[src/rtl/tune_pkg.sv]
package tune_pkg;

    typedef enum logic [2:0] {
        ST_IDLE,
        ST_LOAD,
        ST_WAIT,
        ST_TEST,
        ST_SCORE,
        ST_PICK,
        ST_DONE
    } tune_state_t;

    localparam logic [2:0] MODE_HS200  = 3'd4;
    localparam logic [2:0] MODE_SDR104 = 3'd5;

    function automatic logic mode_needs_sweep(input logic [2:0] m);
        return (m == MODE_HS200) || (m == MODE_SDR104);
    endfunction

endpackage

[src/rtl/tune_ack_timer.sv]
module tune_ack_timer #(
    parameter int ACK_LIMIT = 16
) (
    input  logic clk,
    input  logic rst_n,
    input  logic clr_i,
    input  logic run_i,
    output logic expired_o
);
    localparam int CNT_W = (ACK_LIMIT > 1) ? $clog2(ACK_LIMIT) : 1;

    logic [CNT_W-1:0] cnt_q;

    always_ff @(posedge clk or negedge rst_n) begin
        if (!rst_n) begin
            cnt_q <= '0;
        end else if (clr_i) begin
            cnt_q <= '0;
        end else if (run_i && !expired_o) begin
            cnt_q <= cnt_q + 1'b1;
        end
    end

    assign expired_o = run_i && (cnt_q == CNT_W'(ACK_LIMIT - 1));

    AST_TIMER_BOUND: assert property (@(posedge clk) disable iff (!rst_n)
        (run_i && !expired_o) |=> (cnt_q != '0 || clr_i));

endmodule

[src/rtl/tune_streak_tracker.sv]
module tune_streak_tracker #(
    parameter int TAP_W = 6,
    parameter int LEN_W = 6
) (
    input  logic             clk,
    input  logic             rst_n,
    input  logic             clear_i,
    input  logic             score_i,
    input  logic             pass_i,
    input  logic [TAP_W-1:0] tap_i,
    output logic [LEN_W-1:0] best_len_o,
    output logic [TAP_W-1:0] best_end_o
);
    logic [LEN_W-1:0] run_q;
    logic [LEN_W-1:0] best_q;
    logic [TAP_W-1:0] end_q;
    logic [LEN_W-1:0] run_inc;

    assign run_inc = run_q + 1'b1;

    always_ff @(posedge clk or negedge rst_n) begin
        if (!rst_n) begin
            run_q  <= '0;
            best_q <= '0;
            end_q  <= '0;
        end else if (clear_i) begin
            run_q  <= '0;
            best_q <= '0;
            end_q  <= '0;
        end else if (score_i) begin
            if (pass_i) begin
                run_q <= run_inc;
                if (run_inc > best_q) begin
                    best_q <= run_inc;
                    end_q  <= tap_i;
                end
            end else begin
                run_q <= '0;
            end
        end
    end

    assign best_len_o = best_q;
    assign best_end_o = end_q;

    AST_BEST_NO_SHRINK: assert property (@(posedge clk) disable iff (!rst_n)
        (score_i && !clear_i) |=> (best_q >= $past(best_q)));
    AST_FAIL_ZEROES_RUN: assert property (@(posedge clk) disable iff (!rst_n)
        (score_i && !pass_i && !clear_i) |=> (run_q == '0));
    AST_RUN_NOT_ABOVE_BEST: assert property (@(posedge clk) disable iff (!rst_n)
        score_i |=> (run_q <= best_q));

endmodule

[src/rtl/tune_sweep_fsm.sv]
module tune_sweep_fsm
    import tune_pkg::*;
#(
    parameter int TAP_W     = 6,
    parameter int TAP_COUNT = 40,
    parameter int LEN_W     = 6
) (
    input  logic             clk,
    input  logic             rst_n,
    input  logic             start_i,
    input  logic [2:0]       mode_i,
    input  logic             tune_ack_i,
    input  logic             test_rsp_i,
    input  logic             test_pass_i,
    input  logic             timer_expired_i,
    input  logic [LEN_W-1:0] best_len_i,
    input  logic [TAP_W-1:0] best_end_i,
    output logic [TAP_W-1:0] tune_val_o,
    output logic             tune_load_o,
    output logic             test_req_o,
    output logic             done_o,
    output logic             error_o,
    output logic             busy_o,
    output logic             timer_clr_o,
    output logic             timer_run_o,
    output logic             trk_clear_o,
    output logic             trk_score_o,
    output logic             trk_pass_o,
    output logic [TAP_W-1:0] trk_tap_o
);
    localparam logic [TAP_W-1:0] LAST_TAP = TAP_W'(TAP_COUNT - 1);

    tune_state_t      state_q, state_d;
    logic [TAP_W-1:0] tap_q;
    logic [TAP_W-1:0] final_q;
    logic             final_phase_q;
    logic             second_q;
    logic             tap_ok_q;
    logic             err_q;
    logic             start_sweep;
    logic             start_skip;

    assign start_sweep = (state_q == ST_IDLE) && start_i && mode_needs_sweep(mode_i);
    assign start_skip  = (state_q == ST_IDLE) && start_i && !mode_needs_sweep(mode_i);

    // state register
    always_ff @(posedge clk or negedge rst_n) begin
        if (!rst_n) begin
            state_q <= ST_IDLE;
        end else begin
            state_q <= state_d;
        end
    end

    // next-state decision
    always_comb begin
        state_d = state_q;
        unique case (state_q)
            ST_IDLE: begin
                if (start_sweep)     state_d = ST_LOAD;
                else if (start_skip) state_d = ST_DONE;
            end
            ST_LOAD: state_d = ST_WAIT;
            ST_WAIT: begin
                if (tune_ack_i) begin
                    if (!second_q)          state_d = ST_LOAD;
                    else if (final_phase_q) state_d = ST_DONE;
                    else                    state_d = ST_TEST;
                end else if (timer_expired_i) begin
                    state_d = final_phase_q ? ST_DONE : ST_SCORE;
                end
            end
            ST_TEST: begin
                if (test_rsp_i) state_d = ST_SCORE;
            end
            ST_SCORE: state_d = (tap_q == LAST_TAP) ? ST_PICK : ST_LOAD;
            ST_PICK:  state_d = (best_len_i == '0) ? ST_DONE : ST_LOAD;
            ST_DONE:  state_d = ST_IDLE;
            default:  state_d = ST_IDLE;
        endcase
    end

    // sequencing data
    always_ff @(posedge clk or negedge rst_n) begin
        if (!rst_n) begin
            tap_q         <= '0;
            final_q       <= '0;
            final_phase_q <= 1'b0;
            second_q      <= 1'b0;
            tap_ok_q      <= 1'b0;
            err_q         <= 1'b0;
        end else begin
            unique case (state_q)
                ST_IDLE: begin
                    if (start_i) begin
                        tap_q         <= '0;
                        final_phase_q <= 1'b0;
                        second_q      <= 1'b0;
                        err_q         <= 1'b0;
                    end
                end
                ST_WAIT: begin
                    if (tune_ack_i) begin
                        second_q <= !second_q;
                        tap_ok_q <= 1'b0;
                    end else if (timer_expired_i) begin
                        second_q <= 1'b0;
                        tap_ok_q <= 1'b0;
                        if (final_phase_q) err_q <= 1'b1;
                    end
                end
                ST_TEST: begin
                    if (test_rsp_i) tap_ok_q <= test_pass_i;
                end
                ST_SCORE: begin
                    if (tap_q != LAST_TAP) tap_q <= tap_q + 1'b1;
                end
                ST_PICK: begin
                    if (best_len_i == '0) begin
                        err_q <= 1'b1;
                    end else begin
                        final_q       <= best_end_i - TAP_W'(best_len_i >> 1);
                        final_phase_q <= 1'b1;
                        second_q      <= 1'b0;
                    end
                end
                default: begin
                end
            endcase
        end
    end

    // outputs
    always_comb begin
        tune_val_o  = final_phase_q ? final_q : tap_q;
        tune_load_o = (state_q == ST_LOAD);
        test_req_o  = (state_q == ST_TEST);
        done_o      = (state_q == ST_DONE);
        busy_o      = (state_q != ST_IDLE);
        error_o     = err_q;
        timer_clr_o = (state_q == ST_LOAD);
        timer_run_o = (state_q == ST_WAIT) && !tune_ack_i;
        trk_clear_o = start_sweep;
        trk_score_o = (state_q == ST_SCORE);
        trk_pass_o  = tap_ok_q;
        trk_tap_o   = tap_q;
    end

    AST_LOAD_SINGLE: assert property (@(posedge clk) disable iff (!rst_n)
        tune_load_o |=> !tune_load_o);
    AST_LOAD_VALUE_KEPT: assert property (@(posedge clk) disable iff (!rst_n)
        (state_q == ST_WAIT && tune_ack_i && !second_q) |=> (tune_load_o && $stable(tune_val_o)));
    AST_DONE_SINGLE: assert property (@(posedge clk) disable iff (!rst_n)
        done_o |=> !done_o);
    AST_REQ_HELD: assert property (@(posedge clk) disable iff (!rst_n)
        (test_req_o && !test_rsp_i) |=> test_req_o);
    AST_SKIP_MODE: assert property (@(posedge clk) disable iff (!rst_n)
        start_skip |=> (done_o && !error_o));
    AST_TAP_LIMIT: assert property (@(posedge clk) disable iff (!rst_n)
        tune_val_o <= LAST_TAP);
    AST_TIMEOUT_NO_TEST: assert property (@(posedge clk) disable iff (!rst_n)
        (timer_expired_i && !tune_ack_i && !final_phase_q) |=> !test_req_o);

endmodule

[src/rtl/tune_sweep_engine.sv]
module tune_sweep_engine #(
    parameter int TAP_W     = 6,
    parameter int TAP_COUNT = 40,
    parameter int ACK_LIMIT = 16
) (
    input  logic             clk,
    input  logic             rst_n,
    input  logic             start_i,
    input  logic [2:0]       mode_i,
    input  logic             tune_ack_i,
    input  logic             test_rsp_i,
    input  logic             test_pass_i,
    output logic [TAP_W-1:0] tune_val_o,
    output logic             tune_load_o,
    output logic             test_req_o,
    output logic             done_o,
    output logic             error_o,
    output logic             busy_o
);
    localparam int LEN_W = $clog2(TAP_COUNT + 1);

    logic             timer_clr;
    logic             timer_run;
    logic             timer_expired;
    logic             trk_clear;
    logic             trk_score;
    logic             trk_pass;
    logic [TAP_W-1:0] trk_tap;
    logic [LEN_W-1:0] best_len;
    logic [TAP_W-1:0] best_end;

    tune_sweep_fsm #(
        .TAP_W     (TAP_W),
        .TAP_COUNT (TAP_COUNT),
        .LEN_W     (LEN_W)
    ) u_fsm (
        .clk             (clk),
        .rst_n           (rst_n),
        .start_i         (start_i),
        .mode_i          (mode_i),
        .tune_ack_i      (tune_ack_i),
        .test_rsp_i      (test_rsp_i),
        .test_pass_i     (test_pass_i),
        .timer_expired_i (timer_expired),
        .best_len_i      (best_len),
        .best_end_i      (best_end),
        .tune_val_o      (tune_val_o),
        .tune_load_o     (tune_load_o),
        .test_req_o      (test_req_o),
        .done_o          (done_o),
        .error_o         (error_o),
        .busy_o          (busy_o),
        .timer_clr_o     (timer_clr),
        .timer_run_o     (timer_run),
        .trk_clear_o     (trk_clear),
        .trk_score_o     (trk_score),
        .trk_pass_o      (trk_pass),
        .trk_tap_o       (trk_tap)
    );

    tune_ack_timer #(
        .ACK_LIMIT (ACK_LIMIT)
    ) u_timer (
        .clk       (clk),
        .rst_n     (rst_n),
        .clr_i     (timer_clr),
        .run_i     (timer_run),
        .expired_o (timer_expired)
    );

    tune_streak_tracker #(
        .TAP_W (TAP_W),
        .LEN_W (LEN_W)
    ) u_tracker (
        .clk        (clk),
        .rst_n      (rst_n),
        .clear_i    (trk_clear),
        .score_i    (trk_score),
        .pass_i     (trk_pass),
        .tap_i      (trk_tap),
        .best_len_o (best_len),
        .best_end_o (best_end)
    );

    AST_BUSY_UNTIL_DONE: assert property (@(posedge clk) disable iff (!rst_n)
        (busy_o && !done_o) |=> busy_o);
    AST_ERR_HELD_IDLE: assert property (@(posedge clk) disable iff (!rst_n)
        (!busy_o && !start_i) |=> $stable(error_o));

endmodule

[config.mk]
export PLATFORM = sky130hd
export DESIGN_NAME = tune_sweep_engine
export DESIGN_NICKNAME = d
export VERILOG_FILES = /design/src/rtl/tune_pkg.sv /design/src/rtl/tune_ack_timer.sv /design/src/rtl/tune_streak_tracker.sv /design/src/rtl/tune_sweep_fsm.sv /design/src/rtl/tune_sweep_engine.sv
export SDC_FILE = /design/constraint.sdc
export NUM_CORES = 1
export LEC_CHECK = 0
export BUFFER_PORTS_ARGS = -buffer_cell sky130_fd_sc_hd__buf_2
export CORE_MARGIN = 8
export CORE_UTILIZATION = 35
export DETAILED_ROUTE_END_ITERATION = 7
export REMOVE_ABC_BUFFERS = 1
export SYNTH_ARGS = -nofsm -noshare
export SYNTH_HDL_FRONTEND = slang
export SYNTH_HIERARCHICAL = 1
export SYNTH_SLANG_ARGS = --single-unit
export TNS_END_PERCENT = 50
[constraint.sdc]
create_clock -name clk -period 7.5 [get_ports clk]
set_input_delay 1.5 -clock clk [delete_from_list [all_inputs] [get_ports clk]]
set_output_delay 1.5 -clock clk [all_outputs]
set_load 0.02 [all_outputs]
==> run summary, run 1 <==
Sw frac -> 42.46%
Leakage Power -> 1.243 nW
Period minus WS final -> 3.490 ns
Top FF cell, synth -> dfrtp_1
VDD IR max -> 0.0001594 V
Clk sinks -> 41
RR Endpoint -> u_tracker/best_len_o[0]
Fin. Hold Viols -> 0
GRT Overall Usage -> 10.98%
Remaining Overflow, GRT -> 0
Register area share after synthesis -> 38.07%
Net Switching -> 0.3859 mW
Critical path launch point -> u_fsm/state_q[0]
Seq cells post-synth -> 41
Period utilization -> 46.54%
Clock-pin slew on the worst setup and hold paths -> 0.08 ns
Starting Density -> 35.43%
DR vias -> 2,037
Setup TNS -> 0 ns
Die X -> 103.8 um
Worst setup path end -> tune_load_o
Total Nets Final -> 319
Antenna violations before repair -> 0
CP arrival -> 1.99 ns
Maximum clock insertion buffer count -> 2
DP Wirelength -> 4038 um
1st-pass router iterations -> 5
R2R cell count -> 8
Worst Setup Start Kind -> register
Critical R2R Launch -> u_tracker/run_q[0]
Synthesized instance count -> 282
Combinational power share -> 44.9%
RSZ-0062 raised after global routing -> no
Root buf cell -> clkbuf_8
Worst skew pair latency -> 0.30 ns
DRC violations left -> 0
Synth warnings -> 6
Hold WC Path Type -> register to register
Port Buffer Count -> 18
Status -> completed
Post-CTS Setup Inserts -> 0
Total power per unit cell area -> 310.5 mW/mm2
CTS Hold Bufs -> 0
CTS tree -> yes
First-pass GRT wire length -> 9956 um
Vias per cell -> 5.118
Reg2reg setup slack -> 4.57 ns
Rows -> 32
Slew HR -> 32.13%
CP endpoint kind -> primary output
Boundary pin count -> 20
Clk_skew -> 0.005612 ns
Crit Path Max Fanout -> 15
Pint -> 0.5231 mW
Wire length per cell -> 14.06 um
Core Region -> 0.007607 mm2
Synthesis-to-layout area growth -> 8.635%
Setup violators final -> 0
Die footprint -> 0.01076 mm2
Crit Path Class -> register to primary output
Async set-reset flop share out of synthesis -> 100.0%
Sequential Power Share -> 39.3%
Clock share of power -> 15.8%
DRT Wirelength -> 5594 um
EDFF count, synth -> 0
Ant diodes -> 0
Vias in the first global route -> 2,108
H-Tree Depth -> 2
Routed Antenna Nets -> 0
Worst Tran Pin Value -> 1.014 ns
Largest net degree at the start of global routing -> 42
Layout cells sized above 1 -> 16.22%
Max-Cap Viols -> 0
Yosys cell types -> 58
Crit path required time -> 6.00 ns
Finished Layout Cells -> 398
Fin. max-slew vios -> 0
Die Ht -> 103.8 um
RD Place Congestion -> 0.7732
CTS buffer count -> 5
Iter 0 DRT Violations -> 74
Post-CTS resize count -> 0
Dpl cells -> 390
Mapped cell area -> 0.002695 mm2
Post-Syn Area per Cell -> 9.557 um2
Fmax -> 286.5 MHz
-- synthesized netlist by cell type (2+ instances only) --
| cell | number | area [um2] |
|---|---|---|
| nor3_1 | 10 | 50.05 |
| o21ai_0 | 10 | 50.05 |
| a2111o_1 | 2 | 22.52 |
| nand3b_1 | 4 | 30.03 |
| inv_1 | 17 | 63.81 |
| and3_1 | 2 | 12.51 |
| dfrtp_1 | 41 | 1026 |
| o31ai_1 | 4 | 30.03 |
| nand4_1 | 4 | 25.02 |
| buf_2 | 2 | 10.01 |
| a31oi_4 | 2 | 42.54 |
| xor2_1 | 5 | 43.79 |
| clkbuf_1 | 8 | 30.03 |
| nand2b_1 | 32 | 200.2 |
| a31oi_1 | 2 | 12.51 |
| ha_1 | 14 | 175.2 |
| nor2_1 | 14 | 52.55 |
| xnor2_1 | 2 | 17.52 |
| a21oi_1 | 13 | 65.06 |
| mux2_2 | 7 | 78.83 |
| mux2i_1 | 15 | 150.1 |
| nand3_1 | 7 | 35.03 |
| nand2_1 | 18 | 67.56 |
| nor2b_1 | 6 | 37.54 |
| o21a_1 | 2 | 15.01 |
| o21bai_1 | 3 | 22.52 |
| buf_4 | 2 | 15.01 |
| a211oi_1 | 3 | 22.52 |
| inv_2 | 2 | 7.510 |
-- through the flow --
step / hold WS [ns] / setup slack, ns / util [%] / power (mW) / area (um2)
2_1_floorplan: 0.4429 / 4.570 / - / 0.6583 / 2620
3_3_place_gp: 0.4599 / 4.308 / 37.40 / 0.7610 / 2845
3_5_place_dp: 0.4604 / 4.291 / 37.40 / 0.7722 / 2845
4_1_cts: 0.4787 / 3.960 / 38.49 / 0.9207 / 2928
5_1_grt: 0.5140 / 3.826 / 38.49 / 0.9897 / 2928
6_report: 0.4835 / 4.010 / 38.49 / 0.9090 / 2928
-- worst max-delay path, cell delays in order (launching register included) --
cell and delay (ns):
dfrtp_1 0.63, inv_1 0.24, nor3_1 0.54, buf_2 0.28
-- worst min path at each step --
stage | start | to | slack, ns | cells past startpoint
CTS | u_fsm/final_q[3] | u_fsm/final_q[3] | 0.48 | 2
floorplan | u_fsm/final_q[3] | u_fsm/final_q[3] | 0.44 | 2
finish | u_fsm/final_q[3] | u_fsm/final_q[3] | 0.48 | 2
global placement | u_fsm/final_q[3] | u_fsm/final_q[3] | 0.46 | 2
detailed placement | u_fsm/final_q[3] | u_fsm/final_q[3] | 0.46 | 2
global route | u_fsm/final_q[4] | u_fsm/final_q[4] | 0.51 | 2
-- layout make-up --
type / count / area (um2)
fill: 807 / 4679
multi-input combinational: 209 / 1523
sequential: 41 / 1026
tap: 102 / 127.6
timing repair buffer: 19 / 97.59
clock buffer: 6 / 72.57
inverter: 19 / 71.32
clock inverter: 2 / 10.01
-- layout by cell type, fill, tap and decap left out, drive strengths merged, types with 2 or more instances in the layout --
cell / netlist / final
nand2: 18 / 18
inv: 19 / 19
mux2i: 15 / 15
nor2b: 6 / 6
nor3b: 2 / 2
nand3: 7 / 7
xor2: 5 / 5
o211ai: 2 / 2
clkbuf: 8 / 6
mux2: 8 / 8
nor2: 14 / 14
a211oi: 3 / 3
dfrtp: 41 / 41
a21oi: 13 / 13
buf: 5 / 19
a2111o: 2 / 2
o21a: 2 / 2
xnor2: 2 / 2
ha: 14 / 14
o21bai: 3 / 3
clkinv: 0 / 2
and4b: 2 / 2
a21o: 2 / 2
a31oi: 4 / 4
nand4: 4 / 4
o21ai: 11 / 11
and4: 2 / 2
a31o: 2 / 2
and3: 2 / 2
nand2b: 32 / 32
nor3: 10 / 10
o31ai: 4 / 4
nand3b: 4 / 4
-- logic make-up (layout without fill, tap and decap cells) --
kind of cell | count (synthesis) | count (layout) | share of synthesized area, %
AND/OR/NAND/NOR | 110 | 110 | 23.35
flip-flops | 41 | 41 | 38.07
adder cells (fa/ha/maj) | 15 | 15 | 7.242
multiplexers | 23 | 23 | 9.053
AO/OA/AOI/OAI | 54 | 54 | 14.58
XOR/XNOR | 7 | 7 | 2.275
buffers and inverters | 32 | 46 | 5.432
-- registers in the layout (all words and copies together), names as in the netlist --
| signal | cells |
|---|---|
| u_fsm/trk_tap_o | 6 |
| u_fsm/error_o | 1 |
| u_fsm/final_q | 6 |
| u_fsm/final_phase_q | 1 |
| u_fsm/second_q | 1 |
| u_tracker/best_len_o | 6 |
| u_tracker/run_q | 6 |
| u_timer/cnt_q | 4 |
| u_fsm/state_q | 3 |
| u_tracker/best_end_o | 6 |
| u_fsm/trk_pass_o | 1 |
-- layer usage --
layer / vias up / part of all wire (%) / track usage [%]
li1: 1020 / - / -
met1: 990 / 47 / 12.90
met2: 20 / 49 / 19.16
met3: 7 / 2.1 / 1.797
met4: 0 / 1.9 / 4.964
met5: - / 0 / 0
-- power by group through the flow --
stage	sequential [mW]	clock, mW	combinational (mW)
5_1_grt	0.369	0.157	0.464
3_5_place_dp	0.361	0	0.411
4_1_cts	0.357	0.150	0.414
3_3_place_gp	0.360	0	0.401
2_1_floorplan	0.341	0	0.317
6_report	0.358	0.143	0.408
Note: power is estimated with default switching activity, not from simulation.
==> inputs of run 2 (changes only) <==
--- a/config.mk
+++ b/config.mk
@@ -5,6 +5,7 @@
 export SDC_FILE = /design/constraint.sdc
 export NUM_CORES = 1
 export LEC_CHECK = 0
+export ABC_AREA = 1
 export BUFFER_PORTS_ARGS = -buffer_cell sky130_fd_sc_hd__buf_2
 export CORE_MARGIN = 8
 export CORE_UTILIZATION = 35
==> constraint.sdc (replaced) <==
create_clock -name clk -period 2.9 [get_ports clk]
set_input_delay 0.58 -clock clk [delete_from_list [all_inputs] [get_ports clk]]
set_output_delay 0.58 -clock clk [all_outputs]
set_load 0.02 [all_outputs]
==> run 2 against run 1 <==
Clock power rose to 3.3 times the previous value. Critical path depth is the same. Combinational power increased to 3.1 times the previous value. Count of clock-buffer cells in the layout up 1. Cell count increased by 26%. Largest cell class unchanged.
==> run summary, run 2 <==
Status -> completed (unchanged)
Largest net degree at the start of global routing -> 42 (unchanged)
Core Region -> 0.007767 mm2 (was 0.007607 mm2)
Peak per-stage delay on the critical path -> 0.52 ns (was 0.63 ns)
Reg area -> 0.001026 mm2 (unchanged)
Slew HR -> 37.06% (was 32.13%)
Layout cells sized above 1 -> 17.96% (was 16.22%)
Largest family of logic cells by synthesized area -> simple AND/OR/NAND/NOR gates (unchanged)
Period utilization -> 77.45%
Crit-path cells -> inv_2 -> nor3_1 -> buf_2 (was inv_1 -> nor3_1 -> buf_2)
RD Place Congestion -> 0.8418 (was 0.7732)
Leakage Power -> 1.664 nW (was 1.243 nW)
Synthesis-to-layout area growth -> 10.30% (was 8.635%)
1st-pass router iterations -> 4 (was 5)
Crit Path Class -> register to primary output (unchanged)
Synth Area in Compound Gates -> 6.152% (was 14.58%)
Die X -> 105.5 um (was 103.8 um)
Synth top cells by count -> 119 x nand2_1, 46 x inv_1, 41 x dfrtp_1 (was 41 x dfrtp_1, 32 x nand2b_1, 18 x nand2_1)
Most common cell in the synthesized netlist -> nand2_1 (was dfrtp_1)
Starting Density -> 36.13% (was 35.43%)
Post-CTS Setup Inserts -> 0 (unchanged)
Hold WC Path Type -> input pin to async pin (was register to register)
CP max-delay cell -> nor3_1 (was dfrtp_1)
Area fraction in and, or, nand and nor cells after synthesis -> 39.14% (was 23.35%)
Fin. max-slew vios -> 0 (unchanged)
EDFF count, synth -> 0 (unchanged)
Area taken by multi-input logic gates -> 0.001510 mm2 (was 0.001523 mm2)
Die Ht -> 105.5 um (was 103.8 um)
Yosys top cell by area -> dfrtp_1 (unchanged)
Post-Syn Area per Cell -> 7.385 um2 (was 9.557 um2)
First-pass GRT wire length -> 10,720 um (was 9956 um)
DRC violations left -> 0 (unchanged)
Fin. Hold Viols -> 0 (unchanged)
Vias per cell -> 4.684 (was 5.118)
Hold Worst Slack -> 0.4286 ns (was 0.4835 ns)
Yosys cell types -> 35 (was 58)
Total power per unit cell area -> 858.5 mW/mm2 (was 310.5 mW/mm2)
Clock-pin slew on the worst setup and hold paths -> 0.08 ns (about the same)
Setup TNS -> 0 ns (unchanged)
Multiplexer share of the synthesized area -> 0% (was 9.053%)
Remaining Overflow, GRT -> 0 (unchanged)
Die footprint -> 0.01114 mm2 (was 0.01076 mm2)
Worst Setup Start Kind -> register (unchanged)
Register area share after synthesis -> 36.56% (was 38.07%)
GRT Overall Usage -> 11.58% (was 10.98%)
Fmax -> 445.2 MHz
Setup violators final -> 0 (unchanged)
DR vias -> 2,356 (was 2,037)
Async set-reset flop share out of synthesis -> 100.0% (unchanged)
CP endpoint kind -> primary output (unchanged)
DP Wirelength -> 4786 um (was 4038 um)
RSZ-0062 raised after global routing -> no (unchanged)
Rows -> 32 (unchanged)
Fraction of the mapped netlist area in adder cells -> 6.955% (was 7.242%)
Crit path required time -> 2.32 ns (was 6.00 ns)
H-Tree Depth -> 2 (unchanged)
CTS tree -> yes (unchanged)
Worst skew pair latency -> 0.29 ns (was 0.30 ns)
Iter 0 DRT Violations -> 77 (was 74)
Mapped cell area -> 0.002806 mm2 (was 0.002695 mm2)
Commonest non-fill, non-tap cell in the layout -> nand2_1 (was dfrtp_1)
Max-Cap Viols -> 0 (unchanged)
Routed Antenna Nets -> 0 (unchanged)
Synthesized instance count -> 380 (was 282)
Seq cells post-synth -> 41 (unchanged)
Root buf cell -> clkbuf_8 (unchanged)
Clk_skew -> 0.007519 ns (was 0.005612 ns)
Synth warnings -> 6 (unchanged)
Port Buffer Count -> 18 (unchanged)
Post-synth top area share -> 36.56% (was 38.07%)
VDD IR max -> 0.0004162 V (was 0.0001594 V)
Total Nets Final -> 424 (was 319)
CTS buffer count -> 5 (unchanged)
# fillers -> 852 (was 807)
Vias in the first global route -> 2,312 (was 2,108)
Clk sinks -> 41 (unchanged)
Pre-CTS WS -> 0.7138 ns (was 4.291 ns)
Post-CTS resize count -> 0 (unchanged)
Synth top area cells -> dfrtp_1 37%, nand2_1 16%, ha_1 6.2%, inv_1 6.2%, nand3_1 5.3% (was dfrtp_1 38%, nand2b_1 7.4%, ha_1 6.5%, mux2i_1 5.6%, mux2_2 2.9%)
CTS Hold Bufs -> 0 (unchanged)
Wire length per cell -> 12.27 um (was 14.06 um)
Period minus WS final -> 2.246 ns
Boundary pin count -> 20 (unchanged)
Setup slack after layout -> 0.6540 ns (was 4.010 ns)
Maximum clock insertion buffer count -> 2 (unchanged)
Antenna violations before repair -> 0 (unchanged)
Top FF cell, synth -> dfrtp_1 (unchanged)
Commonest non-fill, non-tap cells in the layout -> 119 x nand2_1, 46 x inv_1, 41 x dfrtp_1 (was 41 x dfrtp_1, 32 x nand2b_1, 18 x buf_2, 18 x nand2_1, 17 x inv_1)
Ant diodes -> 0 (unchanged)
Worst Tran Pin Value -> 0.9440 ns (was 1.014 ns)
CP arrival -> 1.67 ns (was 1.99 ns)
DRT Wirelength -> 6170 um (was 5594 um)
Area share of xor/xnor cells in the synthesized design -> 1.560% (was 2.275%)
Crit Path Max Fanout -> 4 (was 15)
==> run 2: changes by cell type in the layout (fill, tap and decap cells not counted), sizes merged, moves of 10 or more <==
cell / delta
nor2: +24
mux2i: -15
nand2: +113
nand4: +10
nand2b: -32
nand3: +30
inv: +37
==> run 2: cell families (layout without fill, tap and decap cells) <==
family,count (synthesis),in the layout
fa+ha+maj,15,15
buf+inv,64,85
compound gates,26,26
flops,41,41
simple gates,229,229
xor+xnor,5,5
==> run 2: area by class of cell <==
type / instances / area share (%)
Clock buffer: 7 / 2.789
Multi-Input combinational cell: 275 / 48.79
Sequential cell: 41 / 33.14
Clock inverter: 1 / 0.9701
Timing Repair Buffer: 19 / 3.153
Inverter: 58 / 7.033
Tap cell: 102 / 4.123
==> run 2: final timing paths <==
kind	startpoint	endpoint	slack (ns)	cells after the start
worst max-delay path	u_fsm/state_q[0]	tune_load_o	0.65	3
worst min-delay path	rst_n	u_tracker/run_q[4]	0.43	1
max in group asynchronous	rst_n	u_fsm/trk_tap_o[5]	1.88	1
worst min register to register	u_fsm/error_o	u_fsm/error_o	0.47	2
worst max register to register	u_tracker/run_q[0]	u_tracker/best_end_o[3]	0.73	10
min in group clk	u_fsm/error_o	u_fsm/error_o	0.47	2
==> run 2: metrics by stage <==
step                utilization (%)  std cells  power, mW  cell area, um2
detailed placement            38.35        495      2.203            2979
floorplan                         -        374      1.876            2754
global placement              38.35        495      2.164            2979
CTS                           39.85        503      2.695            3095
global route                  39.85        503      2.892            3095
finish                        39.85        503      2.657            3095
==> run 2: per-layer routing <==
metal	track usage (%)	wire (um)	up-vias	share of wire (%)
met5	0	0	-	0
met2	19.56	2954	29	48
met1	14.25	2950	1073	48
met4	4.724	116	0	1.9
met3	2.071	149	8	2.4
li1	-	-	1246	-
==> run 2: power by group <==
part | internal, mW | switching [mW] | total (mW)
logic | 0.446 | 0.834 | 1.28
clock network | 0.281 | 0.196 | 0.477
registers | 0.718 | 0.183 | 0.901
==> run 2: worst max-delay path, delay by kind of cell (launching register included) <==
family,cells,cell delay [ns]
and+or+nand+nor,1,0.52
buffers and inverters,2,0.39
DFF,1,0.47
==> inputs of run 3 (changes only) <==
==> constraint.sdc (replaced) <==
create_clock -name clk -period 2.08 [get_ports clk]
set_input_delay 0.416 -clock clk [delete_from_list [all_inputs] [get_ports clk]]
set_output_delay 0.416 -clock clk [all_outputs]
set_load 0.02 [all_outputs]
==> run 3 against run 2 <==
Power rose by 41%. Final area rose by 4.6%. Clock power rose by 12%. Non-clock buffer count rose by 10. Critical path type is now register to register.
==> run summary, run 3 (synthesized netlist as in run 2, its figures left out) <==
Status -> completed (unchanged)
DRT Wirelength -> 6356 um (was 6170 um)
Clk sinks -> 41 (unchanged)
Critical R2R Launch -> u_tracker/run_q[1] (was u_tracker/run_q[0])
DP Wirelength -> 4814 um (was 4786 um)
CP endpoint kind -> register (was primary output)
Rows -> 32 (unchanged)
Synthesis-to-layout area growth -> 15.34% (was 10.30%)
Port Buffer Count -> 18 (unchanged)
Largest net degree at the start of global routing -> 25 (was 42)
Hold WC Path Type -> input pin to async pin (unchanged)
Ant diodes -> 0 (unchanged)
Worst Tran Pin Value -> 0.4386 ns (was 0.9440 ns)
Peak per-stage delay on the critical path -> 0.42 ns (was 0.52 ns)
Pint -> 1.998 mW (was 1.445 mW)
RR Endpoint -> u_tracker/best_len_o[4] (was u_tracker/best_end_o[3])
Clock share of power -> 14.3% (was 17.9%)
Commonest non-fill, non-tap cell in the layout -> nand2_1 (unchanged)
Commonest non-fill, non-tap cells in the layout -> 114 x nand2_1, 45 x inv_1, 41 x dfrtp_1 (was 119 x nand2_1, 46 x inv_1, 41 x dfrtp_1)
Max-Cap Viols -> 0 (unchanged)
Setup violators final -> 0 (unchanged)
CTS Hold Bufs -> 0 (unchanged)
Antenna violations before repair -> 0 (unchanged)
Cell mode on critical path -> nand2_2
Remaining Overflow, GRT -> 0 (unchanged)
Sw frac -> 46.54% (was 45.62%)
Total Nets Final -> 434 (was 424)
Crit Path Max Fanout -> 12 (was 4)
CP max-delay cell -> dfrtp_1 (was nor3_1)
Fmax -> 497.3 MHz
Post-Layout Inst Area -> 0.003237 mm2 (was 0.003095 mm2)
Maximum clock insertion buffer count -> 2 (unchanged)
RD Place Congestion -> 0.8424 (was 0.8418)
Die Ht -> 105.5 um (unchanged)
Leakage Power -> 1.707 nW (was 1.664 nW)
Clock-pin slew on the worst setup and hold paths -> 0.08 ns (about the same)
GRT Overall Usage -> 11.65% (was 11.58%)
Vias per cell -> 4.750 (was 4.684)
Worst skew pair latency -> 0.29 ns (about the same)
Reg2reg setup slack -> 0.07 ns (was 0.73 ns)
Clk_skew -> 0.005102 ns (was 0.007519 ns)
WP buf/inv -> 0 (was 2)
Period minus WS final -> 2.011 ns
Crit Path Class -> register to register (was register to primary output)
RSZ-0062 raised after global routing -> yes (was no)
Crit path required time -> 2.26 ns (was 2.32 ns)
H-Tree Depth -> 2 (unchanged)
CTS tree -> yes (unchanged)
1st-pass router iterations -> 4 (unchanged)
Total power per unit cell area -> 1155 mW/mm2 (was 858.5 mW/mm2)
Layout cells sized above 1 -> 23.66% (was 17.96%)
Die X -> 105.5 um (unchanged)
Combinational power share -> 52.3% (was 48.2%)
VDD IR max -> 0.0005585 V (was 0.0004162 V)
CP delay by family, top -> simple AND/OR/NAND/NOR gates (unchanged)
Power consumption -> 3.738 mW (was 2.657 mW)
Wire length per cell -> 12.41 um (was 12.27 um)
CTS buffer count -> 5 (unchanged)
Period utilization -> 96.67%
Slew HR -> 70.76% (was 37.06%)
Iter 0 DRT Violations -> 174 (was 77)
Worst Setup Start Kind -> register (unchanged)
Post-DP Area -> 0.003037 mm2 (was 0.002979 mm2)
Die footprint -> 0.01114 mm2 (unchanged)
Sequential Power Share -> 33.4% (was 33.9%)
Crit-path cells -> ha_2 -> nand3_2 -> xor2_2 -> ha_1 -> nand2_2 -> nor2_4 -> nand2_2 -> nand3_4 -> nand2_8 -> nand3_1 -> nand2_1 (was inv_2 -> nor3_1 -> buf_2)
Root buf cell -> clkbuf_8 (unchanged)
DR vias -> 2,432 (was 2,356)
Starting Density -> 36.13% (unchanged)
Vias in the first global route -> 2,432 (was 2,312)
R2R cell count -> 11 (was 10)
DRC violations left -> 0 (unchanged)
Fin. max-slew vios -> 0 (unchanged)
Routed Antenna Nets -> 0 (unchanged)
CP arrival -> 2.20 ns (was 1.67 ns)
Fin. Hold Viols -> 0 (unchanged)
Core Region -> 0.007767 mm2 (unchanged)
Boundary pin count -> 20 (unchanged)
Net Switching -> 1.740 mW (was 1.212 mW)
First-pass GRT wire length -> 10,820 um (was 10,720 um)
-- run 3: cell types whose count changed in the layout (fill, tap and decap cells not counted), moves of 2 or more --
cell / before / now
inv_2: 10 / 12
ha_4: 0 / 2
nand3_2: 6 / 8
nand3_1: 30 / 28
nor2_1: 29 / 27
buf_4: 1 / 9
nand2_1: 119 / 114
ha_1: 14 / 11
nand2_2: 8 / 13
-- run 3: area by class of cell --
cell class / count / area, um2
clock buffers: 7 / 86.33
fillers: 811 / 4531
inverters: 58 / 217.7
multi-input cells: 275 / 1590
flip-flops and latches: 41 / 1026
well taps: 102 / 127.6
repair buffers: 29 / 188.9
-- run 3: stage by stage --
stage               setup slack [ns]  hold WS [ns]  std cells  setup TNS, ns  util, %
finish                       0.06929       0.05321        512              0    41.67
global route                -0.04571       0.08492        512        -0.3769    41.67
CTS                          0.04730       0.06260        508              0    40.21
detailed placement           0.07170        0.3847        501              0    39.09
global placement             0.09012        0.3853        501              0    39.09
floorplan                     0.1617        0.1204        374              0        -
-- run 3: power by group through the flow --
| stage | Combinational (mW) | Clock, mW | Sequential [mW] |
|---|---|---|---|
| finish | 1.96 | 0.534 | 1.25 |
| global route | 2.22 | 0.576 | 1.28 |
| CTS | 1.84 | 0.553 | 1.24 |
| detailed placement | 1.83 | 0 | 1.26 |
| global placement | 1.79 | 0 | 1.25 |
| floorplan | 1.40 | 0 | 1.21 |
-- run 3: how the worst max path moves through the flow --
stage,to,startpoint,depth (start not counted),slack [ns]
6_report,u_tracker/best_len_o[4],u_tracker/run_q[1],11,0.07
5_1_grt,u_tracker/best_len_o[4],u_tracker/run_q[1],11,-0.05
4_1_cts,u_tracker/best_len_o[2],u_tracker/run_q[1],11,0.05
3_5_place_dp,u_tracker/best_end_o[0],u_tracker/run_q[1],11,0.07
3_3_place_gp,u_tracker/best_len_o[0],u_tracker/run_q[1],11,0.09
2_1_floorplan,u_tracker/best_len_o[4],u_tracker/run_q[0],10,0.16
-- run 3: timing repair --
| item | 4_1_cts | 5_1_grt |
|---|---|---|
| resized for setup | 0 | 19 |
| hold endpoints to repair | 0 | 0 |
| endpoints found under the setup margin | 0 | 12 |
| buffers inserted | 0 | 4 |
-- run 3: layer usage --
| layer | vias up | GRT usage (%) | part of all wire (%) |
|---|---|---|---|
| li1 | 1258 | - | - |
| met2 | 35 | 19.74 | 48 |
| met1 | 1131 | 14.30 | 48 |
| met4 | 0 | 4.925 | 1.6 |
| met5 | - | 0 | 0 |
| met3 | 8 | 1.949 | 2.5 |
